### src/rtl/flm_pkg.sv
package flm_pkg;
  localparam int NUM_CLS  = 5;
  localparam int CLS_VOUT = 0;
  localparam int CLS_IOUT = 1;
  localparam int CLS_VIN  = 2;
  localparam int CLS_TEMP = 3;
  localparam int CLS_AUX  = 4;

  typedef struct packed {
    logic ov_f;
    logic ov_w;
    logic un_w;
    logic un_f;
  } cmp_res_t;
endpackage

### src/rtl/flm_us_tick.sv
module flm_us_tick #(
  parameter int CLK_PER_US = 50,
  localparam int PW = (CLK_PER_US > 1) ? $clog2(CLK_PER_US) : 1
) (
  input  logic clk_i,
  input  logic rst_ni,
  output logic tick_o
);
  logic [PW-1:0] cnt_q;

  assign tick_o = (cnt_q == PW'(CLK_PER_US - 1));

  always_ff @(posedge clk_i or negedge rst_ni) begin
    if (!rst_ni)     cnt_q <= '0;
    else if (tick_o) cnt_q <= '0;
    else             cnt_q <= cnt_q + PW'(1);
  end
endmodule

### src/rtl/flm_interval_timer.sv
module flm_interval_timer #(
  parameter int TW = 18
) (
  input  logic          clk_i,
  input  logic          rst_ni,
  input  logic          tick_i,
  input  logic [TW-1:0] period_i,
  output logic          due_o
);
  logic [TW-1:0] cnt_q;
  logic          live;
  logic          wrap;

  assign live  = (period_i != '0);
  // >= keeps the counter sane when the period shrinks at run time
  assign wrap  = (cnt_q >= period_i - TW'(1));
  assign due_o = tick_i & live & wrap;

  always_ff @(posedge clk_i or negedge rst_ni) begin
    if (!rst_ni)      cnt_q <= '0;
    else if (!live)   cnt_q <= '0;
    else if (tick_i)  cnt_q <= wrap ? '0 : cnt_q + TW'(1);
  end
endmodule

### src/rtl/flm_limit_cmp.sv
module flm_limit_cmp
  import flm_pkg::*;
#(
  parameter int NQ = 1,
  parameter int W  = 16
) (
  input  logic [NQ*W-1:0]   meas_i,
  input  logic [NQ*W-1:0]   ov_flt_i,
  input  logic [NQ*W-1:0]   ov_wrn_i,
  input  logic [NQ*W-1:0]   un_wrn_i,
  input  logic [NQ*W-1:0]   un_flt_i,
  output cmp_res_t [NQ-1:0] res_o
);
  for (genvar q = 0; q < NQ; q++) begin : g_q
    logic [W-1:0] m;
    assign m = meas_i[q*W +: W];
    assign res_o[q].ov_f = (m > ov_flt_i[q*W +: W]);
    assign res_o[q].ov_w = (m > ov_wrn_i[q*W +: W]);
    assign res_o[q].un_w = (m < un_wrn_i[q*W +: W]);
    assign res_o[q].un_f = (m < un_flt_i[q*W +: W]);
  end
endmodule

### src/rtl/flm_evt_arb.sv
module flm_evt_arb #(
  parameter int NQ = 2,
  parameter int IW = 1
) (
  input  logic          clk_i,
  input  logic          rst_ni,
  input  logic [NQ-1:0] trip_i,
  input  logic [NQ-1:0] sev_i,
  output logic          valid_o,
  output logic [IW-1:0] idx_o,
  output logic          flt_o
);
  logic [NQ-1:0] pend_q, sev_q, pop;
  logic [IW-1:0] sel;
  logic          found;

  always_comb begin
    sel   = '0;
    found = 1'b0;
    for (int i = 0; i < NQ; i++) begin
      if (pend_q[i] && !found) begin
        found = 1'b1;
        sel   = IW'(i);
      end
    end
  end

  always_comb begin
    pop = '0;
    if (found) pop[sel] = 1'b1;
  end

  assign valid_o = found;
  assign idx_o   = sel;
  assign flt_o   = found & sev_q[sel];

  always_ff @(posedge clk_i or negedge rst_ni) begin
    if (!rst_ni) begin
      pend_q <= '0;
      sev_q  <= '0;
    end else begin
      pend_q <= (pend_q & ~pop) | trip_i;
      for (int i = 0; i < NQ; i++) begin
        if (trip_i[i])   sev_q[i] <= sev_i[i] | (pend_q[i] & ~pop[i] & sev_q[i]);
        else if (pop[i]) sev_q[i] <= 1'b0;
      end
    end
  end
endmodule

### src/rtl/fault_limit_monitor.sv
module fault_limit_monitor
  import flm_pkg::*;
#(
  parameter int N_RAILS          = 4,
  parameter int N_TEMP           = 5,
  parameter int N_AUX            = 1,
  parameter int MEAS_W           = 16,
  parameter int CLK_PER_US       = 50,
  parameter int VOUT_US          = 200,
  parameter int IOUT_US_PER_RAIL = 200,
  parameter int VIN_US           = 1000,
  parameter int TEMP_US          = 100000,
  parameter int AUX_US           = 100000,
  localparam int NQ  = 2*N_RAILS + 1 + N_TEMP + N_AUX,
  localparam int IW  = (NQ > 1) ? $clog2(NQ) : 1,
  localparam int RCW = $clog2(N_RAILS + 1)
) (
  input  logic                 clk_i,
  input  logic                 rst_ni,
  input  logic [RCW-1:0]       rail_cnt_i,
  input  logic [NQ*MEAS_W-1:0] meas_i,
  input  logic [NQ*MEAS_W-1:0] ov_flt_lim_i,
  input  logic [NQ*MEAS_W-1:0] ov_wrn_lim_i,
  input  logic [NQ*MEAS_W-1:0] un_wrn_lim_i,
  input  logic [NQ*MEAS_W-1:0] un_flt_lim_i,
  input  logic [NQ-1:0]        clr_wrn_i,
  input  logic [NQ-1:0]        clr_flt_i,
  output logic [NQ-1:0]        wrn_o,
  output logic [NQ-1:0]        flt_o,
  output logic                 evt_valid_o,
  output logic [IW-1:0]        evt_idx_o,
  output logic                 evt_flt_o
);
  localparam int VIN_Q   = 2*N_RAILS;
  localparam int TEMP_Q0 = VIN_Q + 1;
  localparam int AUX_Q0  = TEMP_Q0 + N_TEMP;
  localparam int PSUM    = VOUT_US + IOUT_US_PER_RAIL*N_RAILS + VIN_US + TEMP_US + AUX_US;
  localparam int TW      = $clog2(PSUM + 1);

  logic                 us_tick;
  logic [RCW-1:0]       rc_eff;
  logic [TW-1:0]        per_v [NUM_CLS];
  logic [NUM_CLS-1:0]   due;
  logic [N_RAILS-1:0]   rail_en;
  logic [NQ-1:0]        chk_en, hit_wrn, hit_flt;
  cmp_res_t [NQ-1:0]    cmp;
  logic [NQ-1:0]        wrn_q, flt_q;

  assign rc_eff = (rail_cnt_i > RCW'(N_RAILS)) ? RCW'(N_RAILS) : rail_cnt_i;

  flm_us_tick #(.CLK_PER_US(CLK_PER_US)) u_tick (
    .clk_i, .rst_ni, .tick_o(us_tick)
  );

  always_comb begin
    per_v[CLS_VOUT] = TW'(VOUT_US);
    per_v[CLS_IOUT] = TW'(IOUT_US_PER_RAIL) * TW'(rc_eff);
    per_v[CLS_VIN]  = TW'(VIN_US);
    per_v[CLS_TEMP] = TW'(TEMP_US);
    per_v[CLS_AUX]  = TW'(AUX_US);
  end

  for (genvar c = 0; c < NUM_CLS; c++) begin : g_tmr
    flm_interval_timer #(.TW(TW)) u_tmr (
      .clk_i, .rst_ni, .tick_i(us_tick), .period_i(per_v[c]), .due_o(due[c])
    );
  end

  for (genvar r = 0; r < N_RAILS; r++) begin : g_rail
    assign rail_en[r] = (RCW'(r) < rc_eff);
  end

  for (genvar q = 0; q < NQ; q++) begin : g_map
    if (q < N_RAILS) begin : g_vout
      assign chk_en[q] = due[CLS_VOUT] & rail_en[q];
    end else if (q < VIN_Q) begin : g_iout
      assign chk_en[q] = due[CLS_IOUT] & rail_en[q-N_RAILS];
    end else if (q == VIN_Q) begin : g_vin
      assign chk_en[q] = due[CLS_VIN];
    end else if (q < AUX_Q0) begin : g_temp
      assign chk_en[q] = due[CLS_TEMP];
    end else begin : g_aux
      assign chk_en[q] = due[CLS_AUX];
    end
  end

  flm_limit_cmp #(.NQ(NQ), .W(MEAS_W)) u_cmp (
    .meas_i   (meas_i),
    .ov_flt_i (ov_flt_lim_i),
    .ov_wrn_i (ov_wrn_lim_i),
    .un_wrn_i (un_wrn_lim_i),
    .un_flt_i (un_flt_lim_i),
    .res_o    (cmp)
  );

  always_comb begin
    for (int q = 0; q < NQ; q++) begin
      hit_flt[q] = chk_en[q] & (cmp[q].ov_f | cmp[q].un_f);
      hit_wrn[q] = chk_en[q] & (cmp[q].ov_w | cmp[q].un_w);
    end
  end

  // set beats clear on the same edge
  always_ff @(posedge clk_i or negedge rst_ni) begin
    if (!rst_ni) begin
      wrn_q <= '0;
      flt_q <= '0;
    end else begin
      wrn_q <= (wrn_q & ~clr_wrn_i) | hit_wrn;
      flt_q <= (flt_q & ~clr_flt_i) | hit_flt;
    end
  end

  assign wrn_o = wrn_q;
  assign flt_o = flt_q;

  flm_evt_arb #(.NQ(NQ), .IW(IW)) u_arb (
    .clk_i, .rst_ni,
    .trip_i  (hit_flt | hit_wrn),
    .sev_i   (hit_flt),
    .valid_o (evt_valid_o),
    .idx_o   (evt_idx_o),
    .flt_o   (evt_flt_o)
  );
endmodule

### config.mk
export PLATFORM = sky130hd
export DESIGN_NAME = fault_limit_monitor
export DESIGN_NICKNAME = d
export VERILOG_FILES = /design/src/rtl/flm_pkg.sv /design/src/rtl/flm_us_tick.sv /design/src/rtl/flm_interval_timer.sv /design/src/rtl/flm_limit_cmp.sv /design/src/rtl/flm_evt_arb.sv /design/src/rtl/fault_limit_monitor.sv
export SDC_FILE = /design/constraint.sdc
export NUM_CORES = 2
export LEC_CHECK = 0
export ABC_AREA = 1
export BUFFER_PORTS_ARGS = -buffer_cell sky130_fd_sc_hd__buf_4
export CAP_MARGIN = 10
export CORE_AREA = 2 2 492 494
export DETAILED_ROUTE_END_ITERATION = 12
export DIE_AREA = 0 0 494 496
export MAX_ROUTING_LAYER = met4
export PLACE_DENSITY = 0.42
export SYNTH_ARGS = -nofsm -noshare
export SYNTH_HDL_FRONTEND = slang
export SYNTH_SLANG_ARGS = --single-unit
### constraint.sdc
create_clock -name clk_i -period 2.6 [get_ports clk_i]
set_input_delay 0.39 -clock clk_i [delete_from_list [all_inputs] [get_ports clk_i]]
set_output_delay 0.39 -clock clk_i [all_outputs]
set_load 0.005 [all_outputs]
# After elaboration in Yosys (flattened, before gate mapping)
# Cells that the tools add are included.
# word_totals
register_bits	156
inputBits	1235
out_inout_bits	36
word_cells	369
# classes
add_sub_neg	7
multipliers	1
n_lt_le_gt_ge	72
eq_ne	2
n_mux	73
n_bitwise	145
n_reduce_logical	45
# ops
operator	count
$gt A16 B16 Y1	30
$lt A16 B16 Y1	30
$mux W18	7
$add A18 B1 Y18 const B	5
$and A1 B1 Y1	75
$or A15 B15 Y15	4
$mux W4	13
$mux W1	48
$and A15 B15 Y15	3
$not A15 Y15	3
$or A1 B1 Y1	45
$ge A18 B17 Y1 const B	2
$reduce_bool A2 Y1	15
$ge A18 B10 Y1 const B	1
$ge A18 B18 Y1	1
$ge A18 B8 Y1 const B	1
$reduce_bool A18 Y1	1
$logic_and A1 B1 Y1	15
$mux W15	1
$not A1 Y1	15
$logic_not A1 Y1	14
$sub A11 B1 Y12 const B	1
$mul A5 B3 Y8 const A	1
$add A6 B1 Y6 const B	1
other kinds (11)	13

# Depth between registers and ports, before layout
# depth
word_depth	53
mapped_depth	23
ltp_nobuf	23

# By module
# A second synthesis with hierarchy kept.
# hier_totals
cells_unflattened	6100
hier_area_um2	39437.8
# by_module_without_submodules
mod	instances	cells_per_inst	area_each_um2	seq_area_each_um2
flm_limit_cmp	1	4095	25130.4	0.0
flm_interval_timer (g_tmr[0].u_tmr ...)	4	308	2134.5	450.4
flm_interval_timer (g_tmr[4].u_tmr)	1	303	2105.8	450.4
flm_evt_arb	1	237	1811.7	750.7
fault_limit_monitor	1	199	1554.0	750.7
flm_us_tick	1	34	297.8	150.1

# Worst setup path after synthesis
# Ideal clock, no wire load.
# synth_path
kind	input port to flip-flop
from	input port rail_cnt_i[2]
to	register g_tmr[1].u_tmr.cnt_q[16]
setup_ps	141
arrival_ps	3413
t_required_ps	2459
setup_slack_ps	-954
cell_stages	20
path_buffers	2
path_cell_list	clkbuf_1 -> inv_1 -> nand2_1 -> inv_1 -> ha_1 -> ha_1 -> ha_1 -> nor2_1 -> nand4_1 -> ha_1 -> nand2_1 -> nor2_1 -> nand4_1 -> inv_1 -> nand4_1 -> nand3_1 -> inv_1 -> nand2_1 -> clkbuf_1 -> o22ai_1
# synth_via
elab_chain_cells	8
word_cells_on_any_way	10
cone_classes	1 x add/sub; 1 x mul; 2 x order compare; 1 x eq/ne; 4 x mux; 1 x reduce/logical
# synth_lines
item	line	text
start, declared	fault_limit_monitor.sv:20	input logic [RCW-1:0] rail_cnt_i,
$gt A3 B3 Y1	fault_limit_monitor.sv:49	assign rc_eff = (rail_cnt_i > RCW'(N_RAILS)) ? RCW'(N_RAILS) : rail_cnt_i;
$mux W3 *	fault_limit_monitor.sv:49	
$mul A5 B3 Y8 *	fault_limit_monitor.sv:57	per_v[CLS_IOUT] = TW'(IOUT_US_PER_RAIL) * TW'(rc_eff);
$sub A11 B1 Y12	flm_interval_timer.sv:16	assign wrap = (cnt_q >= period_i - TW'(1));
$ge A18 B18 Y1	flm_interval_timer.sv:16	
$mux W18 (2 in a row)	flm_interval_timer.sv:22	else if (tick_i) cnt_q <= wrap ? '0 : cnt_q + TW'(1);
$mux W18	flm_interval_timer.sv:21	else if (!live) cnt_q <= '0;
end signal, assigned	flm_interval_timer.sv:22	
end, declared	flm_interval_timer.sv:10	logic [TW-1:0] cnt_q;
# Mark *: on every way between the ends. The rest lies on a longest branch, timed or not. The select of a mux whose other input is x is not followed.
# A chain may end at the register's enable or synchronous reset.

# Worst setup path in the final report
# layout_path
from	register u_arb.pend_q[5]
to	output port evt_flt_o
# layout_via
elab_chain_cells	32
word_cells_on_any_way	42
cone_classes	22 x mux; 1 x bitwise; 19 x reduce/logical
# layout_lines
item	line	text
start, declared	flm_evt_arb.sv:13	logic [NQ-1:0] pend_q, sev_q, pop;
start signal, assigned	flm_evt_arb.sv:42	pend_q <= (pend_q & ~pop) | trip_i;
$logic_and A1 B1 Y1 *	flm_evt_arb.sv:21	if (pend_q[i] && !found) begin
$mux W1	flm_evt_arb.sv:21	
$logic_not A1 Y1	flm_evt_arb.sv:21	
$logic_and A1 B1 Y1	flm_evt_arb.sv:21	
$mux W1	flm_evt_arb.sv:21	
$logic_not A1 Y1	flm_evt_arb.sv:21	
$logic_and A1 B1 Y1	flm_evt_arb.sv:21	
$mux W1	flm_evt_arb.sv:21	
(+16 left out)	--	
$logic_and A1 B1 Y1	flm_evt_arb.sv:21	
$mux W1	flm_evt_arb.sv:21	
$logic_not A1 Y1	flm_evt_arb.sv:21	
$logic_and A1 B1 Y1	flm_evt_arb.sv:21	
$mux W4	flm_evt_arb.sv:21	
$bmux W1 S4	flm_evt_arb.sv:35	assign flt_o = found & sev_q[sel];
$mux W1 (not written as such)	flm_evt_arb.sv:35	
$and A1 B1 Y1 *	flm_evt_arb.sv:35	
end, declared	fault_limit_monitor.sv:32	output logic evt_flt_o
# Marked as above.

==> impl_metrics.py <==
metrics = {
    "outcome": {
        "status": "finished with violations",
        "violations": "negative setup slack",
    },
    "power": {
        "internal_power_uw": 8530,
        "power_frac_seq_pct": 19.0,
        "vdd_drop_max_mv": 0.340,
        "power_density_mw_per_mm2": 311,
        "combPwrFrac_pct": 61.8,
        "power.static_leakage_uw": 0.0272,
        "sw_frac_of_total_pct": 42.6,
        "p_switching_uw": 6320,
        "p_clk_share_pct": 19.1,
    },
    "logic_synthesis": {
        "yosys-top-cells-area": "ha_1 38%, inv_1 15%, dfrtp_1 12%, a21oi_1 7.8%, nand2_1 7.7%",
        "synth_nets": 6737,
        "ys_seq_area_share_pct": 12.5,
        "yosysTopAreaCell": "ha_1",
        "ys_types": 54,
        "synth_edf_count": 0,
        "syn_inst": 4544,
        "netlist.area_leader.share_pct": 38.3,
        "yosysWarnings": 0,
        "syn_area_mm2": 0.0313,
        "ys_async_sr_fraction_pct": 100,
        "ys.flop_type": "dfrtp_1",
        "syn_avg_cell_area_um2": 6.89,
        "ys_ff_latch": 156,
    },
    "floorplan": {
        "ios": 1271,
        "dieArea_mm2": 0.245,
        "fp.dieH_um": 496,
        "die_x_um": 494,
        "core_mm2": 0.240,
        "rows": 180,
        "start_util_pct": 13.1,
    },
    "timing": {
        "finClkSkew_ns": 0.0207,
        "slew_headroom_pct": 37.8,
        "min_period_over_period_pct": 116,
        "rsz0062_at_grt": "true",
        "clock.fmax_mhz": 332,
        "hold_ws_ns": 0.0671,
        "setup_viol": 30,
        "hold_viol_final": 0,
        "layout_setup_ws_ns": -0.414,
        "worst_slew_pin_slew_ns": 0.929,
        "period_minus_slack_ns": 3.01,
        "drv_slew": 0,
    },
    "cells_and_area": {
        "synthToLayoutAreaGrowth_pct": 52.6,
        "layout-drive-gt1-share_pct": 26.8,
        "stdcell_count": 9244,
        "layout_common_cells": "1412 x buf_4, 1251 x inv_1, 946 x ha_1, 622 x nand2_1, 487 x a21oi_1",
        "layout_commonest_cell": "buf_4",
        "nets": 8197,
    },
    "clock_tree": {
        "numCtsBuffers": 17,
        "htreeDepth": 4,
        "cts_tree": "yes",
        "cts_root_buf": "clkbuf_16",
        "path_clk_slew_ns": 0.08,
        "insertion_delay_ns": 0.48,
        "ctsLongestPathBuffers": 2,
        "clock-sinks": 156,
    },
    "global_routing": {
        "grt_pass1_vias": 36100,
        "track_usage_pct": 15.2,
        "antenna_found_initial": 74,
        "grt_max_degree": 64,
        "grt_pass1_wl_um": 258000,
        "overflow": 0,
    },
    "critical_path": {
        "rr_worst_depth": 12,
        "crit_fanout": 4,
        "cp.required_ns": 2.21,
        "startpoint_type": "register",
        "r2r_start": "u_arb.pend_q[0]",
        "reg2reg_to": "u_arb.sev_q[14]",
        "cp.arrival_ns": 2.62,
        "path_class": "reg -> out",
        "ff2ff_setup_slack_ns": 0.17,
        "cp-end-kind": "output pin",
    },
    "routing": {
        "dr.first_iter.drc_count": 1549,
        "routed_wl_um": 189000,
        "ant_nets": 0,
        "wire_per_inst_um": 20.5,
        "drt_pass1_iterations": 5,
        "route.detailed.drc": 0,
        "viasPerCell": 3.84,
        "num_vias": 35500,
    },
    "placed_design": {
        "io_buffers": 1270,
        "dp_hpwl_um": 175000,
        "place_inst": 9142,
        "gp_congestion": 0.944,
    },
    "min_path": {
        "holdPathEnd": "flt_o[6]",
        "hp-class": "in -> reg",
        "holdPathStages": 2,
        "hp-start": "clr_flt_i[6]",
    },
    "flow_run": {
        "maxCapViolCount": 0,
    },
}
[through the flow]
stage	instance area [um2]	setup TNS, ns	util, %	worst slack (ns)	power [uW]
final	47800	-3.03	19.9	-0.414	14800
after global routing	47800	-7.54	19.9	-0.657	16200
after CTS	47200	-2.36	19.7	-0.591	14800
after detailed placement	46200	-23.04	19.3	-0.810	11300
after global placement	46200	-23.80	19.3	-0.804	11100
after floorplan	31400	-9.34	-	-0.385	6720
[registers in the layout, indices dropped and copies added (netlist names)]
| name | flops |
|---|---|
| g_tmr.u_tmr.cnt_q | 90 |
| flt_o | 15 |
| u_arb.pend_q | 15 |
| u_arb.sev_q | 15 |
| wrn_o | 15 |
| u_tick.cnt_q | 6 |
[cell families after synthesis]
kind of cell	synth area share, %
AND/OR/NAND/NOR	17.3
buffers and inverters	15.4
XOR/XNOR	0.671
adder cells (fa/ha/maj)	38.3
AO/OA/AOI/OAI	15.9
flip-flops	12.5
[per-layer routing]
metal | routed length, um | GRT usage [%]
met5 | 0 | -
met4 | 5700 | 3.98
met1 | 76100 | 16.7
met2 | 95100 | 27.4
met3 | 12200 | 3.65
[power by group through the flow]
stage               Sequential (uW)  Combinational [uW]  Clock (uW)
CTS                            2830                8980        3000
detailed placement             2870                8380           0
floorplan                      2760                3960           0
global route                   2860               10300        3060
global placement               2880                8270           0
finish                         2830                9180        2840
[area by class of cell]
class                           instances  area, um2
Fill cell                           27400     192000
Multi-Input combinational cell       3110      23200
Timing Repair Buffer                 1454      11200
Inverter                             1265       4770
Tap cell                             3185       3990
Sequential cell                       156       3900
Clock buffer                           17        425
Clock inverter                         14        201
Antenna cell                           43        108
[synth_stat cells (6+ instances only)]
master / instances
a31oi_1: 10
o22ai_1: 14
o31ai_1: 36
nor4_1: 13
o221ai_1: 6
a22o_1: 6
nor3b_1: 7
nand4_1: 98
o21ai_1: 7
o21ai_0: 195
o211ai_1: 69
nand3_1: 134
inv_1: 1259
dfrtp_1: 156
nor3_1: 82
nor2_2: 6
nand2_1: 641
clkbuf_1: 9
a21boi_0: 7
xnor2_1: 6
xor2_1: 18
o21a_1: 11
ha_1: 958
inv_2: 6
o2111ai_1: 11
nor2_1: 223
a21oi_1: 491
a211oi_1: 15
[critical path, cell delays in order, from the launching register on]
cell and delay (ns):
dfrtp_1 0.40, inv_1 0.10, nand4_4 0.11, nor2_4 0.05
buf_6 0.12, buf_4 0.12, nand2_1 0.08, buf_4 0.13
o211ai_1 0.08, nor2_1 0.24, inv_1 0.09, nor2_2 0.19
nand2_1 0.07, nand2_1 0.05, nand2_1 0.04, nand3_1 0.08
nor2_1 0.04, buf_4 0.15
[repair_timing]
action | in CTS | in global routing
hold buffers | 1 | 0
cloned | 1 | 1
setup endpoints to repair | 38 | 40
gates resized for setup | 56 | 79
hold endpoints to repair | 27 | 0
buffers inserted | 15 | 11
pin swaps | 23 | 31
[how the worst max path moves through the flow]
stage	endpoint	slack, ns	from
after floorplan	u_arb.sev_q[6]	-0.38	rail_cnt_i[2]
after global placement	u_arb.sev_q[5]	-0.80	rail_cnt_i[2]
after detailed placement	u_arb.sev_q[7]	-0.81	rail_cnt_i[2]
after CTS	evt_flt_o	-0.59	u_arb.pend_q[0]
after global routing	evt_flt_o	-0.66	u_arb.pend_q[0]
final	evt_flt_o	-0.41	u_arb.pend_q[5]
No activity file was read; power rests on OpenSTA's default activity.
